<file path="src/rtl/bus_pack_xchg_pkg.sv">
package bus_pack_xchg_pkg;

   // number of narrow halves forming the wide side
   localparam int unsigned HALVES = 2;

   // drive flags for the three ports, 1 = port driven
   typedef struct packed {
      logic a;
      logic hi;
      logic lo;
   } drive_t;

   // convert active-low enables to drive flags
   function automatic drive_t oe_to_drive(input logic oe_a_n,
                                          input logic oe_lo_n,
                                          input logic oe_hi_n);
      drive_t d;
      d.a  = ~oe_a_n;
      d.lo = ~oe_lo_n;
      d.hi = ~oe_hi_n;
      return d;
   endfunction

endpackage

</file>
<file path="src/rtl/xchg_oe_reg.sv">
module xchg_oe_reg
   import bus_pack_xchg_pkg::*;
#(
   parameter int unsigned HAS_RST = 1
) (
   input  logic   clk,
   input  logic   rst,
   input  logic   a_oe_n,
   input  logic   lo_oe_n,
   input  logic   hi_oe_n,
   output drive_t drv
);

   drive_t drv_d;

   always_comb begin
      drv_d = oe_to_drive(a_oe_n, lo_oe_n, hi_oe_n);
   end

   generate
      if (HAS_RST != 0) begin : g_rst
         always_ff @(posedge clk) begin
            if (rst) drv <= '0;
            else     drv <= drv_d;
         end


         oe_reset_chk: assert property (@(posedge clk)
            rst |=> (drv == '0));
      end else begin : g_norst
         logic rst_unused;
         assign rst_unused = rst;
         always_ff @(posedge clk) begin
            drv <= drv_d;
         end
      end
   endgenerate


   oe_latency_chk: assert property (@(posedge clk) disable iff (rst)
      !rst |=> (drv.a == !$past(a_oe_n)) && (drv.lo == !$past(lo_oe_n))
               && (drv.hi == !$past(hi_oe_n)));

endmodule

</file>
<file path="src/rtl/xchg_half_reg.sv">
module xchg_half_reg #(
   parameter int unsigned WORD_W   = 12,
   parameter int unsigned CLR_DATA = 1
) (
   input  logic              clk,
   input  logic              rst,
   input  logic              load_n,
   input  logic [WORD_W-1:0] d,
   output logic [WORD_W-1:0] q
);

   generate
      if (CLR_DATA != 0) begin : g_clr
         always_ff @(posedge clk) begin
            if (rst)          q <= '0;
            else if (!load_n) q <= d;
         end
      end else begin : g_noclr
         logic rst_unused;
         assign rst_unused = rst;
         always_ff @(posedge clk) begin
            if (!load_n) q <= d;
         end
      end
   endgenerate


   half_hold_chk: assert property (@(posedge clk) disable iff (rst)
      (!rst && load_n) |=> $stable(q));


   half_load_chk: assert property (@(posedge clk) disable iff (rst)
      (!rst && !load_n) |=> (q == $past(d)));

endmodule

</file>
<file path="src/rtl/xchg_return_reg.sv">
module xchg_return_reg #(
   parameter int unsigned WORD_W   = 12,
   parameter int unsigned CLR_DATA = 1
) (
   input  logic              clk,
   input  logic              rst,
   input  logic              pick_lo,
   input  logic [WORD_W-1:0] lo_src,
   input  logic [WORD_W-1:0] hi_src,
   output logic [WORD_W-1:0] q
);

   logic [WORD_W-1:0] chosen;

   always_comb begin
      chosen = pick_lo ? lo_src : hi_src;
   end

   generate
      if (CLR_DATA != 0) begin : g_clr
         always_ff @(posedge clk) begin
            if (rst) q <= '0;
            else     q <= chosen;
         end
      end else begin : g_noclr
         logic rst_unused;
         assign rst_unused = rst;
         always_ff @(posedge clk) begin
            q <= chosen;
         end
      end
   endgenerate


   ret_lo_chk: assert property (@(posedge clk) disable iff (rst)
      (!rst && pick_lo) |=> (q == $past(lo_src)));


   ret_hi_chk: assert property (@(posedge clk) disable iff (rst)
      (!rst && !pick_lo) |=> (q == $past(hi_src)));

endmodule

</file>
<file path="src/rtl/bus_pack_xchg.sv">
module bus_pack_xchg
   import bus_pack_xchg_pkg::*;
#(
   parameter int unsigned WORD_W   = 12,
   parameter int unsigned HAS_RST  = 1,
   parameter int unsigned CLR_DATA = 1
) (
   input  logic              clk,
   input  logic              rst,
   input  logic [WORD_W-1:0] a_in,
   output logic [WORD_W-1:0] a_out,
   output logic              a_drv,
   input  logic [WORD_W-1:0] blo_in,
   input  logic [WORD_W-1:0] bhi_in,
   output logic [WORD_W-1:0] blo_out,
   output logic [WORD_W-1:0] bhi_out,
   output logic              blo_drv,
   output logic              bhi_drv,
   input  logic              lo_load_n,
   input  logic              hi_load_n,
   input  logic              pick_lo,
   input  logic              a_oe_n,
   input  logic              blo_oe_n,
   input  logic              bhi_oe_n
);

   localparam int unsigned WIDE_W = WORD_W * HALVES;

   // elaboration-time parameter checks
   generate
      if (WORD_W < 1) begin : g_bad_width
         $error("bus_pack_xchg: WORD_W must be at least 1");
      end
      if (HAS_RST > 1) begin : g_bad_rst
         $error("bus_pack_xchg: HAS_RST must be 0 or 1");
      end
      if (CLR_DATA > 1) begin : g_bad_clr
         $error("bus_pack_xchg: CLR_DATA must be 0 or 1");
      end
   endgenerate

   drive_t                         drv;
   logic [WORD_W-1:0]              a_q;
   logic [WORD_W-1:0]              a_side;
   logic [HALVES-1:0]              load_n_vec;
   logic [HALVES-1:0][WORD_W-1:0]  half_q;
   logic [HALVES-1:0][WORD_W-1:0]  half_in;
   logic [HALVES-1:0]              half_drv;
   logic [HALVES-1:0][WORD_W-1:0]  half_side;
   logic [WIDE_W-1:0]              wide_word;

   xchg_oe_reg #(
      .HAS_RST (HAS_RST)
   ) u_oe (
      .clk     (clk),
      .rst     (rst),
      .a_oe_n  (a_oe_n),
      .lo_oe_n (blo_oe_n),
      .hi_oe_n (bhi_oe_n),
      .drv     (drv)
   );

   // a driven port carries the block's own value, not the external one
   always_comb begin
      a_side = drv.a ? a_q : a_in;
   end

   assign load_n_vec = {hi_load_n, lo_load_n};
   assign half_in    = {bhi_in, blo_in};
   assign half_drv   = {drv.hi, drv.lo};

   generate
      for (genvar h = 0; h < HALVES; h++) begin : g_half
         xchg_half_reg #(
            .WORD_W   (WORD_W),
            .CLR_DATA (CLR_DATA)
         ) u_half (
            .clk    (clk),
            .rst    (rst),
            .load_n (load_n_vec[h]),
            .d      (a_side),
            .q      (half_q[h])
         );

         always_comb begin
            half_side[h] = half_drv[h] ? half_q[h] : half_in[h];
         end
      end
   endgenerate

   xchg_return_reg #(
      .WORD_W   (WORD_W),
      .CLR_DATA (CLR_DATA)
   ) u_ret (
      .clk     (clk),
      .rst     (rst),
      .pick_lo (pick_lo),
      .lo_src  (half_side[0]),
      .hi_src  (half_side[1]),
      .q       (a_q)
   );

   assign wide_word = half_q;
   assign a_out     = a_q;
   assign a_drv     = drv.a;
   assign blo_out   = wide_word[WORD_W-1:0];
   assign bhi_out   = wide_word[WIDE_W-1:WORD_W];
   assign blo_drv   = drv.lo;
   assign bhi_drv   = drv.hi;


   a_driven_ignore_chk: assert property (@(posedge clk) disable iff (rst)
      (!rst && a_drv && !lo_load_n) |=> (blo_out == $past(a_out)));


   lo_driven_ignore_chk: assert property (@(posedge clk) disable iff (rst)
      (!rst && blo_drv && pick_lo) |=> (a_out == $past(blo_out)));


   hi_driven_ignore_chk: assert property (@(posedge clk) disable iff (rst)
      (!rst && bhi_drv && !pick_lo) |=> (a_out == $past(bhi_out)));

endmodule

</file>
<file path="config.mk">
export PLATFORM = sky130hd
export DESIGN_NAME = bus_pack_xchg
export DESIGN_NICKNAME = d
export VERILOG_FILES = /design/src/rtl/bus_pack_xchg_pkg.sv /design/src/rtl/xchg_oe_reg.sv /design/src/rtl/xchg_half_reg.sv /design/src/rtl/xchg_return_reg.sv /design/src/rtl/bus_pack_xchg.sv
export SDC_FILE = /design/constraint.sdc
export NUM_CORES = 1
export LEC_CHECK = 0
export ABC_CLOCK_PERIOD_IN_PS = 1100
export CAP_MARGIN = 10
export CORE_MARGIN = 10
export CORE_UTILIZATION = 50
export DETAILED_ROUTE_END_ITERATION = 7
export DONT_BUFFER_PORTS = 1
export HOLD_SLACK_MARGIN = 0.15
export PLACE_DENSITY = 0.68
export SYNTH_ARGS = -nofsm -noshare
export SYNTH_HDL_FRONTEND = slang
export SYNTH_SLANG_ARGS = --single-unit
export TNS_END_PERCENT = 20
</file>
<file path="constraint.sdc">
create_clock -name clk -period 1.1 [get_ports clk]
set_input_delay 0.22 -clock clk [delete_from_list [all_inputs] [get_ports clk]]
set_output_delay 0.22 -clock clk [all_outputs]
set_load 0.01 [all_outputs]
</file>
==> summary.txt <==
Status
  – Status: complete, but fails checks
  – Failing checks: negative hold slack

CTS
  – H-tree Lvls: 2
  – Hold buffer count at cts: 27
  – Clock Sink Count: 39
  – CTS tree: done
  – CTS Buffer Depth: 2
  – Root buf cell: clkbuf_4
  – Inserted Clock Buffers: 5
  – Clock-pin slew of the registers on the worst-case setup and hold paths: 0.10 ns
  – Worst-Skew Late Latency: 0.34 ns

Critical path
  – WP data arrival: 0.86 ns
  – Worst R2R End: g_half[0].u_half.q[2]$_SDFFE_PP0N_
  – CP Class: reg -> out
  – Critical path depth in cells: 1
  – CP delay by family, top: flip-flops
  – Worst-path fanout max: 13
  – FF-to-FF Start: u_oe.drv[2]$_SDFF_PP0_
  – Crit. End Element: output port
  – CP required: 0.88 ns
  – CP max-delay cell: dfxtp_2
  – CP bufs+invs: 1
  – Setup slack, reg-to-reg: 0.07 ns
  – Reg2Reg Depth: 3
  – Crit-path max cell delay: 0.35 ns
  – Cell chain of the critical path: buf_12
  – Worst setup SP type: register

Timing
  – Max-slew headroom: 66.93%
  – Final Cycle Share: 98.31%
  – Max Fclk: 924.8 MHz
  – Least-Margin Pin Slew: 0.4955 ns
  – Minimum clock period: 1.081 ns
  – RSZ-0062 raised after global routing: yes
  – # setup viols final: 0
  – Final Max Tran Viols: 0
  – Hold slack: -0.06676 ns
  – Final Hold Violating Endpoints: 25
  – Layout Skew: 0.007858 ns
  – Setup TNS: 0 ns
  – Final worst setup slack: 0.01864 ns

Drt
  – Post-DRT Antenna Nets: 0
  – Vias: 1318
  – DR WL/cell: 22.65 um
  – Via/cell ratio: 5.806
  – Post-Route WL: 5142 um
  – Initial DRC Count: 55
  – First-pass iteration count of the detailed router: 4
  – DRC violations left: 0

Final layout
  – Layout overhead on the synthesized area: 25.84%
  – ANT cells: 0
  – Filler cells: 260
  – Nets: 228
  – Final core area utilization: 66.57%
  – Register area: 787.0 sq um
  – Layout cells sized above 1: 9.290%
  – Area of the multi-input gates: 789.5 sq um

GRT
  – First-pass GRT wire length: 7969 um
  – Vias in the first global route: 1463
  – Largest net degree at the start of global routing: 30
  – Initial antenna violation count: 0
  – All-Layer GR Usage: 16.65%
  – Total grt overflow: 0

Synthesis
  – Post-synthesis sequential area ratio: 47.56%
  – Syn Area/Cell: 10.66 sq um
  – Cells after synthesis: 154
  – Synth Register Bits: 39
  – Total number of yosys warnings: 0
  – Mapped Area: 1642 sq um
  – Post-Syn Nets: 198
  – Cell variety after synth: 14

Hold path
  – Hold Crit Endpoint: g_half[1].u_half.q[4]$_SDFFE_PP0N_
  – Hold Crit Class: in -> reg
  – Min-delay src: rst
  – Worst hold stages: 1

Place
  – Dpl ws: 0.03671 ns
  – Dpl hpwl: 3503 um
  – I/O Buffers: 0
  – GPL Wtd Cong: 0.6804

Die
  – Die height: 77.30 um
  – Starting Density: 52.90%
  – # rows: 20
  – Chip Width: 77.30 um
  – Die area: 5975 sq um
  – Core area: 3103 sq um
  – # IOs: 83

Pwr
  – Power Density: 1316 nW/um^2
  – Pleak: 0.7793 nW
  – Maximum VDD drop: 1056 uV
  – Total power draw: 2.719 mW

Flow run
  – Max Cap Violations: 0
-- how the worst max path moves through the flow --
| stage | slack (ns) | startpoint | end |
|---|---|---|---|
| floorplan | 0.04 | u_oe.drv[2]$_SDFF_PP0_ | g_half[0].u_half.q[10]$_SDFFE_PP0N_ |
| global placement | 0.1 | u_oe.drv[2]$_SDFF_PP0_ | g_half[1].u_half.q[3]$_SDFFE_PP0N_ |
| detailed placement | 0.04 | u_oe.drv[2]$_SDFF_PP0_ | g_half[0].u_half.q[2]$_SDFFE_PP0N_ |
| CTS | 0.008 | u_oe.drv[2]$_SDFF_PP0_ | a_drv |
| global route | -0.03 | u_oe.drv[2]$_SDFF_PP0_ | a_drv |
| finish | 0.02 | u_oe.drv[1]$_SDFF_PP0_ | bhi_drv |
-- flip-flops by register name, indices dropped and copies added (netlist names) --
| register | cells |
|---|---|
| u_oe.drv | 3 |
| u_ret.q | 12 |
| g_half.u_half.q | 24 |
-- area by class of cell --
| cell class | count | share of cell area, % |
|---|---|---|
| multi-input combinational | 101 | 38.22 |
| sequential | 39 | 38.10 |
| timing repair buffer | 35 | 18.66 |
| tap | 44 | 2.665 |
| clock buffer | 6 | 1.999 |
| inverter | 2 | 0.3634 |
-- worst reg2reg max path, stage by stage, from the launching register on --
cell      delay (ns)
dfxtp_2         0.37
buf_12          0.15
mux2i_1         0.26
a211oi_1        0.11
-- cell usage in the layout, fill, tap and decap left out --
cell type / netlist / layout
dfxtp_1: 39 / 36
buf_12: 0 / 3
clkbuf_4: 0 / 5
dfxtp_2: 0 / 2
nor2_1: 3 / 3
dfxtp_4: 0 / 1
o22ai_1: 12 / 12
clkbuf_16: 0 / 1
nor2b_1: 24 / 24
buf_4: 2 / 4
dlygate4sd3_1: 0 / 27
clkbuf_1: 4 / 1
mux2i_1: 36 / 36
or2_2: 1 / 1
nand2b_1: 1 / 1
a211oi_1: 24 / 24
inv_1: 2 / 2
-- synthesized netlist by cell type --
cell / number / area, sq um
a211oi_1: 24 / 180.2
mux2i_1: 36 / 360.4
buf_2: 3 / 15.01
inv_1: 2 / 7.510
nand2b_1: 1 / 6.260
nor2_1: 3 / 11.26
dfxtp_1: 39 / 780.8
buf_4: 2 / 15.01
clkbuf_1: 4 / 15.01
buf_6: 1 / 11.26
buf_1: 2 / 7.510
or2_2: 1 / 6.260
nor2b_1: 24 / 150.1
o22ai_1: 12 / 75.07
-- layer usage --
metal | track usage (%) | part of all wire (%) | wire length [um] | vias up
met5 | 0 | 0 | 0 | -
met4 | 4.562 | 0.86 | 44 | 0
met3 | 9.441 | 10 | 518 | 7
met2 | 30.02 | 51 | 2628 | 51
met1 | 15.87 | 38 | 1949 | 637
li1 | - | - | - | 623
-- repair_timing --
item                                    CTS  global route
endpoints found under the hold margin    39            25
setup buffers                             0             1
endpoints found under the setup margin    3             5
cloned                                    0             1
gates resized for setup                   3             1
-- kinds of logic (layout without fill, tap and decap cells) --
| kind of cell | count (synthesis) | count (layout) | synth area share, % |
|---|---|---|---|
| muxes | 36 | 36 | 21.95 |
| DFF | 39 | 39 | 47.56 |
| and+or+nand+nor | 29 | 29 | 10.59 |
| AOI/OAI and AO/OA | 36 | 36 | 15.55 |
| buffers and inverters | 14 | 43 | 4.344 |
-- power breakdown --
| group | switching, mW | leakage (nW) | internal [mW] |
|---|---|---|---|
| combinational | 0.178 | 0.430 | 0.240 |
| clock | 0.415 | 0.0242 | 0.227 |
| sequential | 0.141 | 0.325 | 1.52 |
-- stage by stage --
stage / instances / cell area, sq um / hold slack [ns]
final: 227 / 2066 / -0.06676
after global routing: 227 / 2066 / -0.09166
after CTS: 225 / 2031 / -0.07001
after detailed placement: 192 / 1715 / 0.2917
after global placement: 192 / 1715 / 0.2910
after floorplan: 154 / 1642 / 0.2924
Power figures use the tool's default switching activity.
